<file path="src/rtl/clkctl_pkg.sv">
package clkctl_pkg;
   localparam int unsigned BYTE_W   = 8;
   localparam int unsigned POS_PLL  = 7;
   localparam int unsigned POS_SSCG = 6;
   localparam int unsigned POS_DITH = 5;
   localparam int unsigned POS_PCLK = 3;

   typedef struct packed {
      logic pll;
      logic sscg;
      logic dith;
      logic pclk;
   } ctl_fields_t;

   function automatic logic [BYTE_W-1:0] pack_ctl(ctl_fields_t f);
      logic [BYTE_W-1:0] b;
      b = '0;
      b[POS_PLL]  = f.pll;
      b[POS_SSCG] = f.sscg;
      b[POS_DITH] = f.dith;
      b[POS_PCLK] = f.pclk;
      return b;
   endfunction
endpackage

</file>
<file path="src/rtl/clkctl_unlock.sv">
module clkctl_unlock #(
   parameter int unsigned ADDR_W    = 2,
   parameter int unsigned DATA_W    = 8,
   parameter logic [ADDR_W-1:0] CTRL_ADDR = 0,
   parameter logic [ADDR_W-1:0] KEY_ADDR  = 1,
   parameter logic [ADDR_W-1:0] ERR_ADDR  = 2,
   parameter logic [DATA_W-1:0] KEY_VALUE = 8'hA5
) (
   input  logic              clk_i,
   input  logic              rst_ni,
   input  logic              vld_i,
   input  logic              wr_i,
   input  logic [ADDR_W-1:0] addr_i,
   input  logic [DATA_W-1:0] wdata_i,
   output logic              wr_ok_o,
   output logic              err_o
);
   logic armed_q, err_q;
   logic ctrl_wr, key_wr, key_good, err_clr, err_set;

   assign ctrl_wr  = vld_i && wr_i && (addr_i == CTRL_ADDR);
   assign key_wr   = vld_i && wr_i && (addr_i == KEY_ADDR);
   assign key_good = key_wr && (wdata_i == KEY_VALUE);
   assign err_clr  = vld_i && wr_i && (addr_i == ERR_ADDR) && wdata_i[0] && !armed_q;
   assign err_set  = (vld_i && armed_q && !ctrl_wr)
                  || (!armed_q && ctrl_wr)
                  || (!armed_q && key_wr && !key_good);
   assign wr_ok_o  = armed_q && ctrl_wr;
   assign err_o    = err_q;

   always_ff @(posedge clk_i or negedge rst_ni) begin
      if (!rst_ni) begin
         armed_q <= 1'b0;
         err_q   <= 1'b0;
      end else begin
         if (vld_i) armed_q <= !armed_q && key_good;
         if (err_set)      err_q <= 1'b1;
         else if (err_clr) err_q <= 1'b0;
      end
   end

   // unprotected control write flags an error
   a_r7_unkeyed_err: assert property (@(posedge clk_i) disable iff (!rst_ni)
      (vld_i && wr_i && addr_i == CTRL_ADDR && !armed_q) |=> err_q);
   // a pending unlock never survives a bus access
   a_r8_one_shot: assert property (@(posedge clk_i) disable iff (!rst_ni)
      (vld_i && armed_q) |=> !armed_q);
   // a wrong key never arms
   a_r9_bad_key: assert property (@(posedge clk_i) disable iff (!rst_ni)
      (vld_i && wr_i && addr_i == KEY_ADDR && wdata_i != KEY_VALUE) |=> (!armed_q && err_q));
endmodule

</file>
<file path="src/rtl/clkctl_fields.sv">
module clkctl_fields
   import clkctl_pkg::*;
#(
   parameter bit GATE_ON_OSC = 1'b1
) (
   input  logic              clk_i,
   input  logic              rst_ni,
   input  logic              wr_ok_i,
   input  logic [BYTE_W-1:0] wdata_i,
   input  logic              stby_i,
   input  logic              osc_ok_i,
   output ctl_fields_t       q_o
);
   ctl_fields_t q, d;
   logic set_allow;

   generate
      if (GATE_ON_OSC) begin : g_gate
         assign set_allow = osc_ok_i;
      end else begin : g_nogate
         assign set_allow = 1'b1;
      end
   endgenerate

   always_comb begin
      d = q;
      if (wr_ok_i) begin
         if (wdata_i[POS_PLL]  && set_allow) d.pll  = 1'b1;
         if (wdata_i[POS_SSCG] && set_allow) d.sscg = 1'b1;
         if (!q.sscg) d.dith = wdata_i[POS_DITH];
         d.pclk = wdata_i[POS_PCLK];
      end
      if (stby_i) begin
         d.pll  = 1'b0;
         d.sscg = 1'b0;
         d.pclk = 1'b0;
      end
   end

   always_ff @(posedge clk_i or negedge rst_ni) begin
      if (!rst_ni) q <= '0;
      else         q <= d;
   end

   assign q_o = q;

   // software never clears an enable
   a_r3_pll_sticky: assert property (@(posedge clk_i) disable iff (!rst_ni)
      (q.pll && !stby_i) |=> q.pll);
   a_r3_sscg_sticky: assert property (@(posedge clk_i) disable iff (!rst_ni)
      (q.sscg && !stby_i) |=> q.sscg);
   // standby clears the affected fields
   a_r4_stby_clear: assert property (@(posedge clk_i) disable iff (!rst_ni)
      stby_i |=> (!q.pll && !q.sscg && !q.pclk));
   // dithering frozen while spread spectrum runs
   a_r5_dith_frozen: assert property (@(posedge clk_i) disable iff (!rst_ni)
      q.sscg |=> $stable(q.dith));
   // no enable set with unstable oscillator
   a_r6_osc_gate: assert property (@(posedge clk_i) disable iff (!rst_ni)
      (!osc_ok_i && !q.pll) |=> !q.pll);
endmodule

</file>
<file path="src/rtl/clkgen_ctrl_reg.sv">
module clkgen_ctrl_reg
   import clkctl_pkg::*;
#(
   parameter int unsigned ADDR_W    = 2,
   parameter int unsigned DATA_W    = 8,
   parameter logic [ADDR_W-1:0] CTRL_ADDR = 0,
   parameter logic [ADDR_W-1:0] KEY_ADDR  = 1,
   parameter logic [ADDR_W-1:0] ERR_ADDR  = 2,
   parameter logic [DATA_W-1:0] KEY_VALUE = 8'hA5,
   parameter bit GATE_ON_OSC = 1'b1
) (
   input  logic              clk_i,
   input  logic              rst_ni,
   input  logic              bus_vld_i,
   input  logic              bus_wr_i,
   input  logic [ADDR_W-1:0] bus_addr_i,
   input  logic [DATA_W-1:0] bus_wdata_i,
   output logic [DATA_W-1:0] bus_rdata_o,
   input  logic              stby_i,
   input  logic              osc_ok_i,
   output logic              pll_en_o,
   output logic              sscg_en_o,
   output logic              dith_en_o,
   output logic              pclk_pll_o,
   output logic              prot_err_o
);
   localparam int unsigned NUM_ADDR = 3;

   generate
      if (DATA_W != BYTE_W) begin : g_bad_width
         $error("clkgen_ctrl_reg: DATA_W must equal BYTE_W");
      end
      if ((1 << ADDR_W) < NUM_ADDR) begin : g_bad_addr_w
         $error("clkgen_ctrl_reg: ADDR_W too small");
      end
      if (CTRL_ADDR == KEY_ADDR || CTRL_ADDR == ERR_ADDR || KEY_ADDR == ERR_ADDR) begin : g_bad_map
         $error("clkgen_ctrl_reg: addresses must differ");
      end
      if (KEY_VALUE == '0) begin : g_bad_key
         $error("clkgen_ctrl_reg: key must be nonzero");
      end
   endgenerate

   logic        wr_ok, err;
   ctl_fields_t flds;
   logic [DATA_W-1:0] ctl_byte;

   clkctl_unlock #(
      .ADDR_W(ADDR_W), .DATA_W(DATA_W), .CTRL_ADDR(CTRL_ADDR),
      .KEY_ADDR(KEY_ADDR), .ERR_ADDR(ERR_ADDR), .KEY_VALUE(KEY_VALUE)
   ) u_unlock (
      .clk_i(clk_i), .rst_ni(rst_ni), .vld_i(bus_vld_i), .wr_i(bus_wr_i),
      .addr_i(bus_addr_i), .wdata_i(bus_wdata_i), .wr_ok_o(wr_ok), .err_o(err)
   );

   clkctl_fields #(.GATE_ON_OSC(GATE_ON_OSC)) u_fields (
      .clk_i(clk_i), .rst_ni(rst_ni), .wr_ok_i(wr_ok), .wdata_i(bus_wdata_i),
      .stby_i(stby_i), .osc_ok_i(osc_ok_i), .q_o(flds)
   );

   assign ctl_byte = pack_ctl(flds);

   always_comb begin
      bus_rdata_o = '0;
      if (bus_addr_i == CTRL_ADDR)     bus_rdata_o = ctl_byte;
      else if (bus_addr_i == ERR_ADDR) bus_rdata_o[0] = err;
   end

   assign pll_en_o   = flds.pll;
   assign sscg_en_o  = flds.sscg;
   assign dith_en_o  = flds.dith;
   assign pclk_pll_o = flds.pclk;
   assign prot_err_o = err;

   // reserved bits of the control byte read zero
   always_comb begin
      if (rst_ni && bus_addr_i == CTRL_ADDR)
         a_r2_zero_bits: assert (bus_rdata_o[4] == 1'b0 && bus_rdata_o[2:0] == 3'b000);
   end
   // field outputs track the readable byte
   a_r11_outputs_match: assert property (@(posedge clk_i) disable iff (!rst_ni)
      (bus_addr_i == CTRL_ADDR) |-> (bus_rdata_o[7:5] == {pll_en_o, sscg_en_o, dith_en_o}
                                     && bus_rdata_o[3] == pclk_pll_o));
endmodule

</file>
<file path="config.mk">
export PLATFORM = sky130hd
export DESIGN_NAME = clkgen_ctrl_reg
export DESIGN_NICKNAME = d
export VERILOG_FILES = /design/src/rtl/clkctl_pkg.sv /design/src/rtl/clkctl_unlock.sv /design/src/rtl/clkctl_fields.sv /design/src/rtl/clkgen_ctrl_reg.sv
export SDC_FILE = /design/constraint.sdc
export NUM_CORES = 1
export LEC_CHECK = 0
export ABC_AREA = 1
export CORE_AREA = 8 8 45 47
export CTS_BUF_LIST = sky130_fd_sc_hd__clkbuf_8
export DETAILED_ROUTE_END_ITERATION = 8
export DIE_AREA = 0 0 53 55
export PLACE_DENSITY = 0.76
export SKIP_CTS_REPAIR_TIMING = 1
export SLEW_MARGIN = 20
export SYNTH_ARGS = -nofsm -noshare
export SYNTH_HDL_FRONTEND = slang
export SYNTH_HIERARCHICAL = 1
export SYNTH_SLANG_ARGS = --single-unit
</file>
<file path="constraint.sdc">
create_clock -name clk_i -period 1.9 [get_ports clk_i]
set_clock_uncertainty 0.2 [all_clocks]
set_input_delay 0.38 -clock clk_i [delete_from_list [all_inputs] [get_ports clk_i]]
set_output_delay 0.38 -clock clk_i [all_outputs]
set_load 0.05 [all_outputs]
</file>
# Yosys cells after proc, flatten, opt, wreduce, memory -nomap -nowiden
# Index checks and enable logic that the tools add are counted.
[word_totals]
in_bits = 16
output_inout_bits = 13
register_bits = 6
wordCells = 50
[op_classes]
mux = 11
reduce_logical = 29
bitwise_logic = 1
eq_ne = 3
[ops]
columns = ["cell", "count"]
rows = [
  ["$logic_and A1 B1 Y1", 16],
  ["$eq A8 B8 Y1 const B", 1],
  ["$mux W1", 8],
  ["$reduce_bool A2 Y1", 4],
  ["$mux W7", 1],
  ["$reduce_and A2 Y1", 3],
  ["$mux W4", 1],
  ["$logic_not A1 Y1", 3],
  ["$eq A2 B1 Y1 const B", 1],
  ["$eq A2 B2 Y1 const B", 1],
  ["$logic_not A2 Y1", 1],
  ["$logic_or A1 B1 Y1", 2],
  ["$mux W2", 1],
  ["$not A1 Y1", 1],
]

# Depth between registers and ports, before layout
# Gate-level depths: netlist of run 1.
[depth]
word_depth = 7
depth_mapped = 8
mapped_depth_nobuf = 8

# Cells and area by module
# Netlist of run 1, hierarchy kept.
[by_module_without_submodules]
columns = ["module", "n_inst", "area_each_um2", "cells_per_inst", "seq_area_each_um2"]
rows = [
  ["clkctl_unlock", 1, 193.9, 37, 50.0],
  ["clkctl_fields", 1, 185.2, 25, 100.1],
  ["clkgen_ctrl_reg", 1, 77.6, 17, 0.0],
]

# Worst setup path after synthesis of run 1
# Ideal clock, no wire load.
[synth_path]
path_kind = "register -> output"
startpoint = "register u_fields.q (netlist bit u_fields/q_o[2])"
endpoint = "output port bus_rdata_o[6]"
t_arrival_ns = 1.388
n_path_buf = 0
path_stages_with_launch = 3
path_slack_ns = -0.068
required_time_ns = 1.320
path_cell_list = "dfrtp_1 > inv_1 > nor2_1"
[synth_between]
elab_chain_cells = 1
[synth_lines]
columns = ["item", "line_no", "text"]
rows = [
  ["start, declared", "clkctl_fields.sv:14", "ctl_fields_t q, d;"],
  ["start signal, assigned", "clkctl_fields.sv:41", "if (!rst_ni) q <= '0;"],
  ["start signal, assigned", "clkctl_fields.sv:42", "else q <= d;"],
  ["$mux W7", "clkgen_ctrl_reg.sv:65", "if (bus_addr_i == CTRL_ADDR) bus_rdata_o = ctl_byte;"],
  ["end, declared", "clkgen_ctrl_reg.sv:18", "output logic [DATA_W-1:0] bus_rdata_o,"],
]
# No other way between the ends.

# Worst setup path in the final report of run 1
[layout_path]
startpoint = "input port bus_addr_i[1]"
endpoint = "output port bus_rdata_o[6]"
[layout_between]
elab_chain_cells = 2
[layout_lines]
columns = ["item", "line_no", "text"]
rows = [
  ["start, declared", "clkgen_ctrl_reg.sv:16", "input logic [ADDR_W-1:0] bus_addr_i,"],
  ["$logic_not A2 Y1", "clkgen_ctrl_reg.sv:65", ""],
  ["$mux W7", "clkgen_ctrl_reg.sv:65", ""],
]
# No other way between the ends.

==> run summary, run 1 <==
vias after detailed routing - 519
worst endpoint required time - 1320 ps
post-synthesis adder-cell area fraction - 0%
library cells used by synthesis - 11
crit path to - bus_rdata_o[6]
CP max FO - 4
Ports - 29
worst r2r path cells - 6
H-tree depth - 1
initial antenna violation count - 0
WP data arrival - 1280 ps
clk root buf - clkbuf_8
Filler cells - 132
Pleak - 0.4379 nW
Post-Place Cells - 121
number of routed nets with antenna violations - 0
area delta synth->final - 84.66%
Reg-to-Reg End - u_fields/q_o[2]$_DFFE_PN0P_
GRT Resource Usage Total - 9.330%
outcome - finished clean
vias in the first global route - 502
Synth Warn # - 6
Critical Path Start - bus_addr_i[1]
Reg2Reg Setup Slack - 730 ps
Core ar. - 1384 sq um
Peak VDD IR - 0.2307 mV
# nets final - 126
xor and xnor fraction of the mapped netlist area - 0%
first-pass GRT wire length - 2049 um
mux contribution to synthesized area - 0%
post-synthesis sequential area ratio - 32.88%
Post-Syn Area per Cell - 5.781 sq um
largest net degree at the start of global routing - 7
Routed met1 length - 452 um
vias per cell - 4.185
synth top area cells - dfrtp_1 33%, nand2_1 22%, inv_1 14%
Seq. cell area - 150.1 sq um
met3 routed WL - 145 um
max-slew violations - 0
top sig layer - met3
row count - 14
Skew-Pair Late Insertion Delay - 220 ps
Yosys reg bits - 6
Final setup viols - 0
total grt overflow - 0
non-filler cells, final - 124
Bufs on Longest Clock Path - 2
dpl hpwl - 1012 um
Sink Count - 6
IO Port Bufs - 25
initial core utilization - 33.00%
met2 WL post-DR - 728 um
post-synthesis compound-gate area fraction - 0%
TritonCTS clock tree - built
footprint of the multi-input gates - 254.0 sq um
fin crit share - 98.11%
max cap viols - 0
layout cells sized above 1 - 25.00%
DRT iter0 DRCs - 23
critical path class - primary input to primary output
post-synth top area share - 32.88%
Final Util - 60.94%
synthesized area - 456.7 sq um
first drt pass iteration count - 4
Fin. Hold Viols - 0
DIE AREA - 2915 sq um
DIE HEIGHT - 55 um
total CTS buffers - 3
WL/cell - 10.69 um
Yosys top cell by area - dfrtp_1
worst min path class - primary input to async pin
drt total wl - 1325 um
Critical Path Sink Type - primary output
Worst-path clk slew - 40 ps
DR DRC count - 0
max frequency - 0.5365 GHz
ant diodes - 0
Final min period - 1864 ps
main combinational cell family by area after synthesis - simple AND/OR/NAND/NOR gates
Mapped Cells - 79
Simple-Gate Fraction of Synth Area - 44.93%
RePlAce Congestion - 0.8675
critical path startpoint category - primary input
Pwr per Cell Area - 528.4 nW/um^2
r2r startpoint - u_unlock/armed_q$_DFFE_PN0P_
Die Width - 53 um
[critical path: stages]
cell             delay (ps)
clkdlybuf4s50_1         460
inv_2                    90
nand2_4                  90
nor2_4                  120
buf_12                  140
[report_power, final]
part | switching (mW) | internal [mW] | leakage, nW | total, mW
sequential | 0.00331 | 0.133 | 0.0799 | 0.136
combinational | 0.0692 | 0.0519 | 0.336 | 0.121
clock | 0.0526 | 0.136 | 0.0216 | 0.188
[cells in the mapped netlist]
library cell and count:
buf_4 3, conb_1 1, dfrtp_1 6, inv_1 17, inv_2 3, nand2_1 27
nand2_2 2, nand3_1 7, nor2_1 10, nor2_2 2, or2_1 1
[worst min-delay path by stage]
stage / start / endpoint / slack (ps) / depth (start not counted)
floorplan: rst_ni / u_fields/q_o[0]$_DFFE_PN0P_ / -120 / 0
CTS: rst_ni / u_fields/q_o[1]$_DFFE_PN0P_ / 200 / 1
global placement: u_fields/q_o[1]$_DFFE_PN0P_ / u_fields/q_o[1]$_DFFE_PN0P_ / 280 / 2
global route: rst_ni / u_fields/q_o[1]$_DFFE_PN0P_ / 220 / 1
detailed placement: u_fields/q_o[1]$_DFFE_PN0P_ / u_fields/q_o[1]$_DFFE_PN0P_ / 290 / 2
finish: rst_ni / u_unlock/armed_q$_DFFE_PN0P_ / 200 / 1
[per-layer routing]
layer	GRT usage, %	up-vias
met4	7.759	0
met1	9.385	209
li1	-	276
met5	0	-
met3	2.139	0
met2	16.21	34
[layout by cell type (no fill, tap or decap), types with 3 or more instances in the layout]
cell type        instances
nand2_1                 27
inv_1                   17
clkdlybuf4s50_1         15
buf_4                    7
nand3_1                  7
dfrtp_1                  6
buf_12                   5
nor2_1                   5
nor2_4                   4
inv_2                    3
nor2_2                   3
conb_1                   3
clkbuf_8                 3
[kinds of logic (layout without fill, tap and decap cells)]
| family | after synthesis | after routing |
|---|---|---|
| and+or+nand+nor | 49 | 49 |
| other | 1 | 3 |
| buffers and inverters | 23 | 50 |
| DFF | 6 | 6 |
[stage by stage]
stage,area (sq um),TNS (ps),power (mW),hold WS (ps),setup slack [ps]
final,843.3,0,0.4456,196.3,35.90
after detailed placement,777.0,0,0.2554,288.0,16.37
after global placement,777.0,0,0.2540,281.7,44.46
after global routing,843.3,-5.392,0.4645,220.3,-4.768
after floorplan,476.7,0,0.1998,-115.6,127.8
after CTS,818.3,0,0.4490,195.9,12.64
[registers in the layout (all words and copies together) (netlist names)]
| signal | flops |
|---|---|
| u_unlock/armed_q | 1 |
| u_unlock/err_o | 1 |
| u_fields/q_o | 4 |
[area by class of cell]
cell class / instances / share of cell area (%)
multi-input cells: 52 / 30.12
clock buffers: 3 / 4.896
well taps: 16 / 2.374
inverters: 20 / 8.902
repair buffers: 27 / 35.90
flip-flops and latches: 6 / 17.80
Power figures use the tool's default switching activity.
==> run 2: changes to the inputs <==
--- a/config.mk
+++ b/config.mk
@@ -6,10 +6,10 @@
 export NUM_CORES = 1
 export LEC_CHECK = 0
 export ABC_AREA = 1
-export CORE_AREA = 8 8 45 47
+export CORE_AREA = 2 2 39 41
 export CTS_BUF_LIST = sky130_fd_sc_hd__clkbuf_8
 export DETAILED_ROUTE_END_ITERATION = 8
-export DIE_AREA = 0 0 53 55
+export DIE_AREA = 0 0 41 43
 export PLACE_DENSITY = 0.76
 export SKIP_CTS_REPAIR_TIMING = 1
 export SLEW_MARGIN = 20
==> constraint.sdc (replaced) <==
create_clock -name clk_i -period 1.9 [get_ports clk_i]
set_clock_uncertainty 0.2 [all_clocks]
set_input_delay 0.38 -clock clk_i [delete_from_list [all_inputs] [get_ports clk_i]]
set_output_delay 0.38 -clock clk_i [all_outputs]
set_load 0.005 [all_outputs]
==> run 2 against run 1 <==
Worst hold slack better by 14 ps. Clock power hardly changed. Register-to-register slack hardly changed. Clock-buffer cell count stayed put. Flip-flop and latch count stayed put. Final cell count stayed put. Core utilization is 4.3 points lower. Sequential power hardly changed. Combinational power is 34% lower. Maximum frequency is 3.9% higher. Power is 8.8% lower.
==> run summary, run 2 (same netlist as run 1, synthesis figures left out) <==
outcome - finished clean
max-slew violations - 0
worst r2r path cells - 6
max cap viols - 0
DIE HEIGHT - 43 um
most frequent cells in the layout - 27 x nand2_1, 19 x clkdlybuf4s50_1, 17 x inv_1
ant diodes - 0
total power - 406.3 uW
max frequency - 0.5574 GHz
critical path startpoint category - flip-flop
met3 routed WL - 83 um
clk root buf - clkbuf_8
Critical Path Start - u_unlock/err_o$_DFFE_PN0P_
total CTS buffers - 3
IO Port Bufs - 25
Routed met1 length - 473 um
post-route setup slack - 106.0 ps
met2 WL post-DR - 589 um
placed cell area - 726.9 sq um
r2r startpoint - u_unlock/armed_q$_DFFE_PN0P_
# nets final - 126
layout cells sized above 1 - 11.11%
TritonCTS clock tree - built
Final Util - 56.60%
Reg-to-Reg End - u_fields/q_o[2]$_DFFE_PN0P_
WP data arrival - 1210 ps
worst endpoint required time - 1320 ps
first drt pass iteration count - 4
initial core utilization - 33.00%
Placement Setup Slack - -332.9 ps
top sig layer - met4
DIE AREA - 1763 sq um
Critical Path Sink Type - primary output
vias per cell - 4.202
Fin. Hold Viols - 0
RePlAce Congestion - 0.8125
CP max FO - 3
GRT Resource Usage Total - 16.23%
Sink Count - 6
DR DRC count - 0
number of routed nets with antenna violations - 0
Final min period - 1794 ps
non-filler cells, final - 124
fin crit share - 94.42%
Filler cells - 149
Post-Place Cells - 121
critical path class - flip-flop to primary output
vias in the first global route - 461
dpl hpwl - 923.1 um
Die Width - 41 um
vias after detailed routing - 521
Pwr per Cell Area - 518.7 nW/um^2
area delta synth->final - 71.51%
Worst-path clk slew - 40 ps
row count - 14
worst min path class - primary input to async pin
DRT iter0 DRCs - 14
fin area - 783.3 sq um
Pleak - 0.4939 nW
initial antenna violation count - 0
Ports - 29
total grt overflow - 0
commonest non-fill, non-tap cell in the layout - nand2_1
first-pass GRT wire length - 1876 um
largest net degree at the start of global routing - 7
WL/cell - 9.387 um
RSZ-0062 raised after global routing - false
H-tree depth - 1
Final setup viols - 0
Reg2Reg Setup Slack - 740 ps
Peak VDD IR - 0.3530 mV
drt total wl - 1164 um
number of flip-flops in the largest register - 4
Bufs on Longest Clock Path - 2
Skew-Pair Late Insertion Delay - 220 ps
Core ar. - 1384 sq um
[run 2: changes by cell type in the layout (fill, tap and decap cells not counted), sizes merged]
cell           previous run  this run
buf                      12         2
clkdlybuf4s50            15        19
dlymetal6s2s              0         6
[run 2: cell type report]
type	instances	area, sq um	area share [%]
Clock buffer	3	41.29	5.272
Sequential cell	6	150.1	19.17
Tap cell	16	20.02	2.556
Multi-Input combinational cell	52	216.5	27.64
Timing Repair Buffer	27	280.3	35.78
Inverter	20	75.07	9.585
[run 2: metal layers]
| layer | track usage [%] | vias up |
|---|---|---|
| met1 | 18.89 | 216 |
| met4 | 12.00 | 0 |
| met5 | 0 | - |
| met3 | 3.141 | 2 |
| met2 | 24.69 | 27 |
| li1 | - | 276 |
[run 2: worst max-delay path by stage]
stage	to	slack, ps	cells past startpoint
final	bus_rdata_o[0]	110	3
after global routing	bus_rdata_o[0]	30	3
after CTS	bus_rdata_o[6]	-330	5
after detailed placement	bus_rdata_o[6]	-330	5
after global placement	bus_rdata_o[5]	-250	5
after floorplan	u_fields/q_o[2]$_DFFE_PN0P_	720	7
[run 2: metrics by stage]
stage / TNS, ps / hold WS (ps)
finish: 0 / 210.5
CTS: -1378 / 227.0
detailed placement: -1408 / 294.4
global route: 0 / 230.0
floorplan: 0 / -115.6
global placement: -1233 / 276.7
[run 2: where the power goes]
part / internal [mW] / leakage, nW / switching, mW
Combinational: 0.0478 / 0.392 / 0.0314
Clock: 0.136 / 0.0216 / 0.0552
Sequential: 0.133 / 0.0799 / 0.00303
[run 2: worst max-delay path, stage by stage (launching register included)]
cell	delay, ps
dfrtp_1	360
nand2_1	60
nor2_1	80
clkdlybuf4s50_1	500
==> run 3: changes to the inputs <==
--- a/config.mk
+++ b/config.mk
@@ -5,12 +5,11 @@
 export SDC_FILE = /design/constraint.sdc
 export NUM_CORES = 1
 export LEC_CHECK = 0
-export ABC_AREA = 1
 export CORE_AREA = 2 2 39 41
 export CTS_BUF_LIST = sky130_fd_sc_hd__clkbuf_8
 export DETAILED_ROUTE_END_ITERATION = 8
 export DIE_AREA = 0 0 41 43
-export PLACE_DENSITY = 0.76
+export PLACE_DENSITY = 0.7
 export SKIP_CTS_REPAIR_TIMING = 1
 export SLEW_MARGIN = 20
 export SYNTH_ARGS = -nofsm -noshare
==> run 3 against run 2 <==
Highest routed layer unchanged. Largest cell class unchanged. First-iteration DRC count fell by 71%. Setup slack worse by 65 ps. Flip-flop and latch count is the same. Die area did not move. Non-clock buffer count is 7 higher. Critical endpoint unchanged.
==> run summary, run 3 <==
Fin. Hold Viols - 0
DIE HEIGHT - 43 um
Pwr per Cell Area - 536.1 nW/um^2
ant diodes - 0
total grt overflow - 0
post-route setup slack - 40.67 ps
Fin Hold WS - 205.5 ps
critical path startpoint category - primary input
vias in the first global route - 430
RSZ-0062 raised after global routing - true
commonest non-fill, non-tap cell in the layout - clkdlybuf4s50_1
worst min path class - primary input to async pin
non-filler cells, final - 89
layout cells sized above 1 - 28.77%
main flop type after synthesis - dfrtp_1
first drt pass iteration count - 3
IO Port Bufs - 25
critical path class - primary input to primary output
post-synthesis sequential area ratio - 39.74%
Final min period - 1859 ps
max cap viols - 0
fin crit share - 97.86%
DR DRC count - 0
Ports - 29
Pleak - 0.3554 nW
Mapped Cells - 37
max-slew violations - 0
Final setup viols - 0
number of flip-flops in the largest register - 4
Peak VDD IR - 0.4196 mV
H-tree depth - 1
vias per cell - 4.809
Bufs on Longest Clock Path - 2
largest net degree at the start of global routing - 10
Core ar. - 1384 sq um
WP data arrival - 1280 ps
initial core utilization - 27.31%
first-pass GRT wire length - 1814 um
cell with the most instances after synthesis - dfrtp_1
DRT iter0 DRCs - 4
Yosys top cell by area - dfrtp_1
DIE AREA - 1763 sq um
Skew-Pair Late Insertion Delay - 220 ps
Worst-path clk slew - 40 ps
Post-Syn Area per Cell - 10.21 sq um
RePlAce Congestion - 0.7464
library cells used by synthesis - 20
synthesized area - 377.9 sq um
area delta synth->final - 102.0%
most frequent cells in the layout - 21 x clkdlybuf4s50_1, 9 x buf_4, 6 x dfrtp_1
synth cell count leaders - 6 x dfrtp_1, 5 x nor3b_1, 3 x buf_4, 3 x nor2_1
initial antenna violation count - 0
vias after detailed routing - 428
Die Width - 41 um
synth top area cells - dfrtp_1 40%, nor3b_1 9.9%, buf_4 6.0%
row count - 14
Final Util - 55.15%
Placement Setup Slack - -438.1 ps
total CTS buffers - 3
drt total wl - 1152 um
Critical Path Sink Type - primary output
CP max FO - 7
post-synth top area share - 39.74%
Post-Place Cells - 85
max frequency - 0.5378 GHz
Sink Count - 6
TritonCTS clock tree - built
EDFF count, synth - 0
WL/cell - 12.94 um
GRT Resource Usage Total - 16.03%
async set or reset register ratio after synthesis - 100.0%
clk root buf - clkbuf_8
worst endpoint required time - 1320 ps
total power - 409.1 uW
number of routed nets with antenna violations - 0
# nets final - 91
Synth Warn # - 6
outcome - finished clean
Yosys reg bits - 6
## run 3: path summary, 6_finish.rpt
kind                                               from                     endpoint  slack [ps]  depth (start not counted)
max reg2reg                u_unlock/armed_q$_DFFE_PN0P_   u_unlock/err_o$_DFFE_PN0P_         330                          2
min in group clk_i           u_unlock/err_o$_DFFE_PN0P_   u_unlock/err_o$_DFFE_PN0P_         330                          1
min reg2reg                  u_unlock/err_o$_DFFE_PN0P_   u_unlock/err_o$_DFFE_PN0P_         330                          1
max                                       bus_addr_i[0]               bus_rdata_o[0]          40                          3
max in group asynchronous                        rst_ni  u_fields/q_o[3]$_DFFE_PN0P_        1060                          1
min                                              rst_ni  u_fields/q_o[1]$_DFFE_PN0P_         210                          1
## run 3: metrics by stage
| step | instance area (sq um) | setup TNS [ps] |
|---|---|---|
| after floorplan | 385.4 | 0 |
| after global placement | 693.2 | -3227 |
| after detailed placement | 693.2 | -3134 |
| after CTS | 734.5 | -2254 |
| after global routing | 763.2 | -7.072 |
| final | 763.2 | 0 |
## run 3: worst max-delay path, cell delays in order
cell and delay [ps]:
clkbuf_2 170, and3b_1 240, clkdlybuf4s50_1 490
## run 3: kinds of logic after synthesis
logic type | count (synthesis) | synth area share [%]
XOR/XNOR | 1 | 2.318
AO/OA/AOI/OAI | 5 | 10.60
flip-flops | 6 | 39.73
multiplexers | 2 | 6.621
buffers and inverters | 3 | 5.960
other | 1 | 0.9924
AND/OR/NAND/NOR | 19 | 33.78
## run 3: layout make-up
cell class / count / area, sq um
Clock buffer: 3 / 41.29
Fill cell: 138 / 620.6
Multi-Input combinational cell: 30 / 239.0
Sequential cell: 6 / 150.1
Tap cell: 16 / 20.02
Timing Repair Buffer: 34 / 312.8
## run 3: layer usage
metal	part of all wire, %	GRT usage [%]	vias up
met5	0	0	-
met1	40	18.89	199
met4	1.1	6.000	0
met2	51	23.13	17
met3	7.4	9.424	3
li1	-	-	209
## run 3: power by group
| part | total (mW) | internal (mW) | leakage, nW | switching, mW |
|---|---|---|---|---|
| registers | 0.134 | 0.132 | 0.0799 | 0.00241 |
| clock network | 0.198 | 0.137 | 0.0216 | 0.0616 |
| logic | 0.0765 | 0.0497 | 0.254 | 0.0268 |
| total | 0.409 | 0.318 | 0.355 | 0.0907 |
